### src/rtl/ser7_pkg.sv
package ser7_pkg;
  localparam int unsigned DEF_LANES = 4;
  localparam int unsigned DEF_SLOTS = 7;
  // about 10 ms at a 280 MHz bit clock
  localparam int unsigned DEF_LOCK  = 2_800_000;
  // forwarded clock frame, slot 0 in bit 0
  localparam logic [6:0]  CLK_FRAME = 7'b1100011;
  // word field positions
  localparam int unsigned FLD_LSYNC = 24;
  localparam int unsigned FLD_FSYNC = 25;
  localparam int unsigned FLD_DRDY  = 26;
  localparam int unsigned FLD_CTRL  = 27;
endpackage

### src/rtl/ser7_fall_det.sv
module ser7_fall_det (
  input  logic clk,
  input  logic rst_n,
  input  logic pix_clk,
  output logic fall
);
  logic pix_q;

  always_ff @(posedge clk) begin
    if (!rst_n) pix_q <= 1'b0;
    else        pix_q <= pix_clk;
  end

  assign fall = pix_q & ~pix_clk;
endmodule

### src/rtl/ser7_lock_timer.sv
module ser7_lock_timer #(
  parameter int unsigned LOCK_CYCLES = 2_800_000
) (
  input  logic clk,
  input  logic rst_n,
  input  logic pwr_dn,
  output logic locked
);
  localparam int unsigned CW = $clog2(LOCK_CYCLES + 1) < 1 ? 1 : $clog2(LOCK_CYCLES + 1);
  localparam logic [CW-1:0] LIMIT = CW'(LOCK_CYCLES);

  logic [CW-1:0] cnt;

  always_ff @(posedge clk) begin
    if (!rst_n || pwr_dn)  cnt <= '0;
    else if (cnt != LIMIT) cnt <= cnt + 1'b1;
  end

  assign locked = (cnt == LIMIT);
endmodule

### src/rtl/ser7_lane.sv
module ser7_lane #(
  parameter int unsigned SLOTS = 7
) (
  input  logic             clk,
  input  logic             rst_n,
  input  logic             clr,
  input  logic             load,
  input  logic [SLOTS-1:0] load_bits,
  output logic             bit_q
);
  localparam int unsigned SW = SLOTS - 1;

  logic [SW-1:0] rest;

  always_ff @(posedge clk) begin
    if (!rst_n || clr) begin
      bit_q <= 1'b0;
      rest  <= '0;
    end else if (load) begin
      bit_q <= load_bits[0];
      rest  <= load_bits[SLOTS-1:1];
    end else begin
      bit_q <= rest[0];
      rest  <= rest >> 1;
    end
  end
endmodule

### src/rtl/ser7_link_tx.sv
module ser7_link_tx #(
  parameter int unsigned LANES       = ser7_pkg::DEF_LANES,
  parameter int unsigned SLOTS       = ser7_pkg::DEF_SLOTS,
  parameter int unsigned LOCK_CYCLES = ser7_pkg::DEF_LOCK,
  parameter logic [SLOTS-1:0] CLK_PAT = SLOTS'(ser7_pkg::CLK_FRAME),
  localparam int unsigned WORD_W     = LANES * SLOTS
) (
  input  logic              clk_bit,
  input  logic              rst_n,
  input  logic              pix_clk,
  input  logic              pwr_dn,
  input  logic [WORD_W-1:0] pix_word,
  output logic [LANES-1:0]  lane_data,
  output logic              lane_clk,
  output logic              out_en
);
  logic             fall;
  logic             locked;
  logic [LANES-1:0] data_q;
  logic             clk_q;

  ser7_fall_det u_fall (
    .clk     (clk_bit),
    .rst_n   (rst_n),
    .pix_clk (pix_clk),
    .fall    (fall)
  );

  ser7_lock_timer #(.LOCK_CYCLES(LOCK_CYCLES)) u_lock (
    .clk    (clk_bit),
    .rst_n  (rst_n),
    .pwr_dn (pwr_dn),
    .locked (locked)
  );

  for (genvar i = 0; i < LANES; i++) begin : g_lane
    ser7_lane #(.SLOTS(SLOTS)) u_lane (
      .clk       (clk_bit),
      .rst_n     (rst_n),
      .clr       (pwr_dn),
      .load      (fall),
      .load_bits (pix_word[i*SLOTS +: SLOTS]),
      .bit_q     (data_q[i])
    );
  end

  ser7_lane #(.SLOTS(SLOTS)) u_clk_lane (
    .clk       (clk_bit),
    .rst_n     (rst_n),
    .clr       (pwr_dn),
    .load      (fall),
    .load_bits (CLK_PAT),
    .bit_q     (clk_q)
  );

  // drivers off: lanes held low
  assign out_en    = locked;
  assign lane_data = data_q & {LANES{locked}};
  assign lane_clk  = clk_q & locked;
endmodule

### config.mk
export PLATFORM = sky130hd
export DESIGN_NAME = ser7_link_tx
export DESIGN_NICKNAME = d
export VERILOG_FILES = /design/src/rtl/ser7_pkg.sv /design/src/rtl/ser7_fall_det.sv /design/src/rtl/ser7_lock_timer.sv /design/src/rtl/ser7_lane.sv /design/src/rtl/ser7_link_tx.sv
export SDC_FILE = /design/constraint.sdc
export NUM_CORES = 1
export LEC_CHECK = 0
export BUFFER_PORTS_ARGS = -buffer_cell sky130_fd_sc_hd__buf_2
export CELL_PAD_IN_SITES_DETAIL_PLACEMENT = 2
export CELL_PAD_IN_SITES_GLOBAL_PLACEMENT = 2
export CORE_AREA = 2 2 84 86
export DETAILED_ROUTE_END_ITERATION = 10
export DIE_AREA = 0 0 86 88
export HOLD_SLACK_MARGIN = 0.05
export PLACE_DENSITY = 0.77
export SLEW_MARGIN = 20
export SYNTH_ARGS = -nofsm -noshare
export SYNTH_HDL_FRONTEND = slang
export SYNTH_SLANG_ARGS = --single-unit
### constraint.sdc
create_clock -name clk_bit -period 1.8 [get_ports clk_bit]
set_input_delay 0.09 -clock clk_bit [delete_from_list [all_inputs] [get_ports clk_bit]]
set_output_delay 0.09 -clock clk_bit [all_outputs]
set_load 0.03 [all_outputs]
==> results of run 1 <==
-- placed cells by master, fill, tap and decap left out, drive strengths merged, types with 8 or more instances in the layout --
cell type    instances
dlygate4sd3         30
dfxtp               58
a21oi               11
nor2                12
a22o                24
xor2                 8
buf                 52
nand3                8
and2                 9
and3                 9
o21ai                9
clkbuf              11
-- power breakdown --
| group | switching, mW | internal [mW] |
|---|---|---|
| combinational | 0.0682 | 0.0895 |
| clock | 0.563 | 0.813 |
| sequential | 0.00880 | 1.29 |
-- sequential cells by signal, indices dropped and copies added (netlist names) --
signal	flops
u_fall.pix_q	1
g_lane.u_lane.rest	24
g_lane.u_lane.bit_q	4
u_clk_lane.rest	6
u_lock.cnt	22
u_clk_lane.bit_q	1
-- per-stage QoR --
step	hold WS [ns]	cells	total power, mW
after global placement	0.291	326	1.41
after floorplan	0.212	210	1.37
after CTS	0.152	374	2.81
final	0.188	380	2.84
after detailed placement	0.296	326	1.42
after global routing	0.189	379	2.95
-- critical path: stages, from the launching register on --
cell      delay, ns
dfxtp_4        0.36
inv_4          0.07
ha_4           0.12
nor4bb_4       0.23
and4_4         0.31
and3_1         0.19
buf_6          0.14
-- cell families after synthesis --
group,after synthesis,share of synthesized area [%]
and+or+nand+nor,75,21.5
DFF,58,53.3
AOI/OAI and AO/OA,50,16.6
buffers and inverters,14,2.93
xor gates and xnor gates,10,4.02
adders and majority gates,2,1.15
muxes,1,0.459
-- worst max-delay path by stage --
stage                                          start                           to  slack, ns  cells after the start
after floorplan           u_lock.cnt[0]$_SDFFE_PP0P_  u_lock.cnt[20]$_SDFFE_PP0P_       0.07                      6
after global placement    u_lock.cnt[2]$_SDFFE_PP0P_                       out_en       0.08                      5
after detailed placement  u_lock.cnt[2]$_SDFFE_PP0P_                       out_en       0.03                      5
after CTS                 u_lock.cnt[9]$_SDFFE_PP0P_                 lane_data[0]      -0.01                      5
after global routing      u_lock.cnt[1]$_SDFFE_PP0P_                     lane_clk      -0.14                      6
final                     u_lock.cnt[1]$_SDFFE_PP0P_                     lane_clk      -0.05                      6
-- timing repair --
action | CTS | global route
buffers inserted | 2 | 5
gates resized for setup | 30 | 16
pin swaps | 4 | 6
endpoints found under the setup margin | 7 | 9
hold endpoints to repair | 29 | 0
hold buffers | 30 | 0
-- cells in the mapped netlist (all sizes together) --
cell	n	area share [%]
dfxtp	58	53
a22o	24	9.6
nor2	12	2.1
a21oi	11	2.5
and2	9	2.6
and3	9	2.6
o21ai	9	2.1
nand3	8	1.8
xor2	8	3.2
and4	7	2.9
nand2	6	1.0
nand4	6	2.7
clkbuf	5	0.86
inv	5	0.86
or3	5	1.4
buf	4	1.2
a21o	3	1.0
ha	2	1.1
nand2b	2	0.57
nand4b	2	0.80
nor3	2	0.46
xnor2	2	0.80
a211oi	1	0.57
a31o	1	0.40
and2b	1	0.34
and4b	1	0.46
mux2i	1	0.46
nor2b	1	0.29
nor4	1	0.29
nor4b	1	0.40
nor4bb	1	0.46
o2111ai	1	0.40
or2b	1	0.34
-- metal layers --
layer | vias up | GRT usage [%]
met4 | 0 | 9.38
met1 | 1011 | 20.8
met5 | - | 0
met2 | 65 | 44.5
li1 | 933 | -
met3 | 20 | 7.54
-- cell type report --
| type | instances | area (um^2) |
|---|---|---|
| repair buffers | 82 | 636 |
| flip-flops and latches | 58 | 1180 |
| multi-input cells | 138 | 1050 |
| clock inverters | 5 | 77.6 |
| inverters | 5 | 23.8 |
| fillers | 685 | 3440 |
| diodes | 1 | 2.50 |
| well taps | 80 | 100 |
| clock buffers | 11 | 141 |
==> impl_metrics.csv, run 1 <==
group,metric,value,unit
cts,clock_sinks,58,
timing,setup_ws,-0.0545,ns
timing,final_hold_viol_count,0,
worst_hold_path,holdPathStages,3,
setup_path,r2r_end,"u_lock.cnt[13]$_SDFFE_PP0P_",
timing,min_period,1.85,ns
routing,vias,2029,
pwr,vdd_drop_max,453,uV
layout,drive_gt1_share,31.8,%
timing,max_freq,539,MHz
global_route,grt_pass1_wl,12200,um
worst_hold_path,hold_path_end,"u_clk_lane.rest[0]$_SDFF_PP0_",
layout,nets,328,
yosys,netlist_instances,210,
timing,period_share,103,%
placement,placed_area,2480,um^2
floorplan,ios,38,
worst_hold_path,hp-start,"pwr_dn",
timing,slew_violations,0,
global_route,grt_max_degree,33,
global_route,grt-ovfl-total,0,
floorplan,core,6640,um^2
yosys,yosys_warnings,0,
routing,dr.pass1.iters,4,
timing,setup_violations,6,
layout,post-route-util,48.3,%
floorplan,dieArea,7570,um^2
cts,clock_latency,0.34,ns
placement,hpwl,3700,um
yosys,syn_area,2180,um^2
routing,met1Wirelength,3020,um
timing,tightest_slew,0.517,ns
floorplan,initial_core_util,32.8,%
setup_path,crit_required,1.71,ns
cts,clkSlewWorstSetupHoldPaths,0.07,ns
setup_path,cp-end-kind,"output port",
layout,stdcell_area,3210,um^2
cts,root_buffer,"clkbuf_8",
placement,gp_congestion,0.755,
global_route,grt_pass1_vias,2238,
yosys,synth.avg_cell_area,10.4,um^2
setup_path,arrival,1.76,ns
routing,antenna_left,0,
worst_hold_path,hp-class,"in -> reg",
placement,port_buffers,37,
setup_path,setup.worst_path.start_class,"flip-flop",
routing,drt-total-wl,8620,um
setup_path,reg2reg_depth,7,
timing,fin_skew,0.00731,ns
timing,grt_setup_unrepaired,"yes",
setup_path,r2r-start,"u_lock.cnt[1]$_SDFFE_PP0P_",
routing,wire_per_inst,22.7,um
pwr,p_leak,1.33,nW
yosys,ys_ff_latch,58,
routing,top_layer_used,"met4",
cts,cts_tree,"done",
setup_path,worstPathMaxFanout,6,
global_route,antenna_found_initial,0,
status,violations,"negative setup slack",
status,outcome,"finished with violations",
pwr,power_density,885,nW/um^2
yosys,yosysUniqueCellTypes,38,
floorplan,fp-row-count,30,
job,maxCapViolCount,0,
cts,h-tree-depth,3,
yosys,yosysSeqAreaShare,53.3,%
setup_path,r2r_slack,0.02,ns
timing,maxSlewHeadroom,65.5,%
routing,viasPerCell,5.34,
timing,fin_setup_tns,-0.200,ns
yosys,syn-num-nets,244,
setup_path,critPathKind,"reg -> out",
cts,cts_buffers,9,
floorplan,fp.dieW,86,um
global_route,grt.total_usage,22.5,%
placement,pre_cts_ws,0.0349,ns
routing,initialDrtViolationCount,58,
routing,wl_met2,5050,um
routing,drc,0,
layout,synthToLayoutAreaGrowth,47.1,%
routing,dr_wl_met3,298,um
cts,clock_path_buffers,2,
floorplan,dieHeight,88,um
Power figures use the tool's default switching activity.
==> run 2: changes to the inputs <==
--- a/config.mk
+++ b/config.mk
@@ -8,11 +8,12 @@
 export BUFFER_PORTS_ARGS = -buffer_cell sky130_fd_sc_hd__buf_2
 export CELL_PAD_IN_SITES_DETAIL_PLACEMENT = 2
 export CELL_PAD_IN_SITES_GLOBAL_PLACEMENT = 2
-export CORE_AREA = 2 2 84 86
+export CORE_AREA = 2 2 88 81
 export DETAILED_ROUTE_END_ITERATION = 10
-export DIE_AREA = 0 0 86 88
+export DIE_AREA = 0 0 90 83
 export HOLD_SLACK_MARGIN = 0.05
-export PLACE_DENSITY = 0.77
+export PLACE_DENSITY = 0.78
+export RECOVER_POWER = 25
 export SLEW_MARGIN = 20
 export SYNTH_ARGS = -nofsm -noshare
 export SYNTH_HDL_FRONTEND = slang
==> impl_metrics.csv, run 2 (synthesis results as in run 1) <==
group,metric,value,unit
placement,hpwl,3890,um
global_route,grt-ovfl-total,0,
floorplan,ios,38,
setup_path,crit_required,1.71,ns
setup_path,crit_chain,"nor4b_4 > and4_4 > and3_1 > buf_6",
routing,initialDrtViolationCount,68,
routing,wire_per_inst,19.9,um
pwr,p_clk_share,45.0,%
pwr,combPwrFrac,5.8,%
pwr,switchingPower,626,uW
job,maxCapViolCount,0,
global_route,grt.total_usage,21.4,%
cts,clock_path_buffers,2,
timing,final_hold_viol_count,0,
worst_hold_path,holdPathStages,4,
layout,nets,323,
layout,final_cell_mix,"54 x dfxtp_1, 31 x buf_2, 30 x dlygate4sd3_1",
worst_hold_path,hold_path_end,"u_lock.cnt[13]$_SDFFE_PP0P_",
timing,tightest_slew,0.648,ns
status,violations,"negative setup slack",
floorplan,fp-row-count,28,
routing,drc,0,
placement,placed_cells,334,
floorplan,core,6520,um^2
setup_path,r2r_end,"u_lock.cnt[20]$_SDFFE_PP0P_",
pwr,vdd_drop_max,587,uV
global_route,grt_pass1_vias,2277,
cts,root_buffer,"clkbuf_8",
setup_path,cp-end-kind,"output port",
cts,cts_tree,"done",
setup_path,r2r_slack,0.02,ns
timing,grt_setup_unrepaired,"yes",
floorplan,initial_core_util,33.4,%
placement,gp_congestion,0.741,
layout,synthToLayoutAreaGrowth,43.6,%
pwr,power_density,845,nW/um^2
cts,cts_buffers,9,
layout,diodes,0,
pwr,p_int,2.02,mW
layout,reg_top3,"g_lane.u_lane.rest: 24 flops, u_lock.cnt: 22 flops, u_clk_lane.rest: 6 flops",
floorplan,dieArea,7470,um^2
setup_path,cpMaxStageDelayCell,"nor4b_4",
routing,vias,1976,
routing,antenna_left,0,
layout,largest_register_ffs,24,
timing,setup_ws,-0.0332,ns
setup_path,worstPathMaxFanout,7,
status,outcome,"finished with violations",
global_route,grt_pass1_wl,12200,um
setup_path,arrival,1.74,ns
pwr,p_leak,1.28,nW
layout,regMostFlops,"g_lane.u_lane.rest",
layout,final_common_cell,"dfxtp_1",
worst_hold_path,hp-class,"in -> reg",
cts,clock_latency,0.34,ns
setup_path,reg2reg_depth,5,
timing,slew_violations,0,
cts,h-tree-depth,3,
timing,max_freq,545,MHz
floorplan,dieHeight,83,um
layout,post-route-util,48.0,%
cts,clkSlewWorstSetupHoldPaths,0.07,ns
timing,min_period,1.83,ns
routing,viasPerCell,5.15,
global_route,antenna_found_initial,0,
timing,maxSlewHeadroom,56.8,%
floorplan,fp.dieW,90,um
pwr,seqPwrFrac,49.3,%
timing,period_share,102,%
setup_path,max_stage_delay,0.38,ns
layout,stdcell_area,3130,um^2
layout,instances_no_fill,384,
setup_path,r2r-start,"u_lock.cnt[0]$_SDFFE_PP0P_",
pwr,swShare,23.7,%
routing,drt-total-wl,7650,um
global_route,grt_max_degree,33,
timing,fin_skew,0.0113,ns
timing,setup_violations,5,
pwr,power,2.65,mW
layout,drive_gt1_share,29.6,%
cts,clock_sinks,58,
placement,port_buffers,37,
setup_path,critPathKind,"reg -> out",
placement,placed_area,2480,um^2
setup_path,setup.worst_path.start_class,"flip-flop",
worst_hold_path,hp-start,"pwr_dn",
setup_path,setup.worst_path.start,"u_lock.cnt[9]$_SDFFE_PP0P_",
routing,dr.pass1.iters,4,
==> run 2: cell types whose count changed in the layout (fill, tap and decap cells not counted), moves of 2 or more <==
| cell | change |
|---|---|
| dfxtp_4 | -3 |
| inv_4 | -2 |
| dfxtp_1 | +4 |
| and2_0 | +3 |
| and2_1 | -3 |
| clkinv_4 | +2 |
| inv_2 | +2 |
| buf_4 | -6 |
| and3_1 | -2 |
==> run 2: layout make-up <==
cell class / count / area, um^2
Multi-Input combinational cell: 138 / 1050
Tap cell: 90 / 113
Inverter: 5 / 18.8
Clock buffer: 9 / 124
Fill cell: 681 / 3390
Sequential cell: 58 / 1170
Clock inverter: 7 / 70.1
Timing Repair Buffer: 77 / 588
==> run 2: timing repair <==
action / 4_1_cts / 5_1_grt
endpoints found under the setup margin: 6 / 11
hold buffers: 30 / 0
pin swaps: 4 / 7
gates resized for setup: 26 / 10
endpoints found under the hold margin: 29 / 0
buffers inserted: 3 / 1
==> run 2: critical path: cells and delay by family (launching register included) <==
family	cells	cell delay, ns
flip-flops	1	0.37
AND/OR/NAND/NOR	3	0.91
buffers and inverters	1	0.14
==> run 2: layer usage <==
metal,vias up,track usage [%],share of wire (%)
met2,51,42.0,57
li1,925,-,-
met4,0,8.39,1.9
met1,989,21.5,38
met5,-,0,0
met3,11,5.17,3.7
==> run 2: worst max path at each step <==
stage	endpoint	slack, ns	depth (start not counted)
final	lane_data[3]	-0.03	4
after detailed placement	lane_clk	0.06	6
after global routing	lane_data[3]	-0.11	4
after global placement	lane_data[0]	0.16	6
after floorplan	u_lock.cnt[20]$_SDFFE_PP0P_	0.07	6
after CTS	lane_clk	-0.02	4
==> run 2: per-stage QoR <==
step	hold WS [ns]	setup slack [ns]	setup TNS, ns
2_1_floorplan	0.212	0.0745	0
3_3_place_gp	0.289	0.157	0
3_5_place_dp	0.296	0.0554	0
4_1_cts	0.138	-0.0215	-0.0892
5_1_grt	0.232	-0.115	-0.666
6_report	0.206	-0.0332	-0.103
==> run 2: power by group through the flow <==
stage / Combinational, mW / Clock, mW / Sequential [mW]
6_report: 0.153 / 1.19 / 1.30
5_1_grt: 0.164 / 1.29 / 1.30
4_1_cts: 0.141 / 1.21 / 1.30
3_5_place_dp: 0.0850 / 0 / 1.33
3_3_place_gp: 0.0823 / 0 / 1.33
2_1_floorplan: 0.0363 / 0 / 1.33
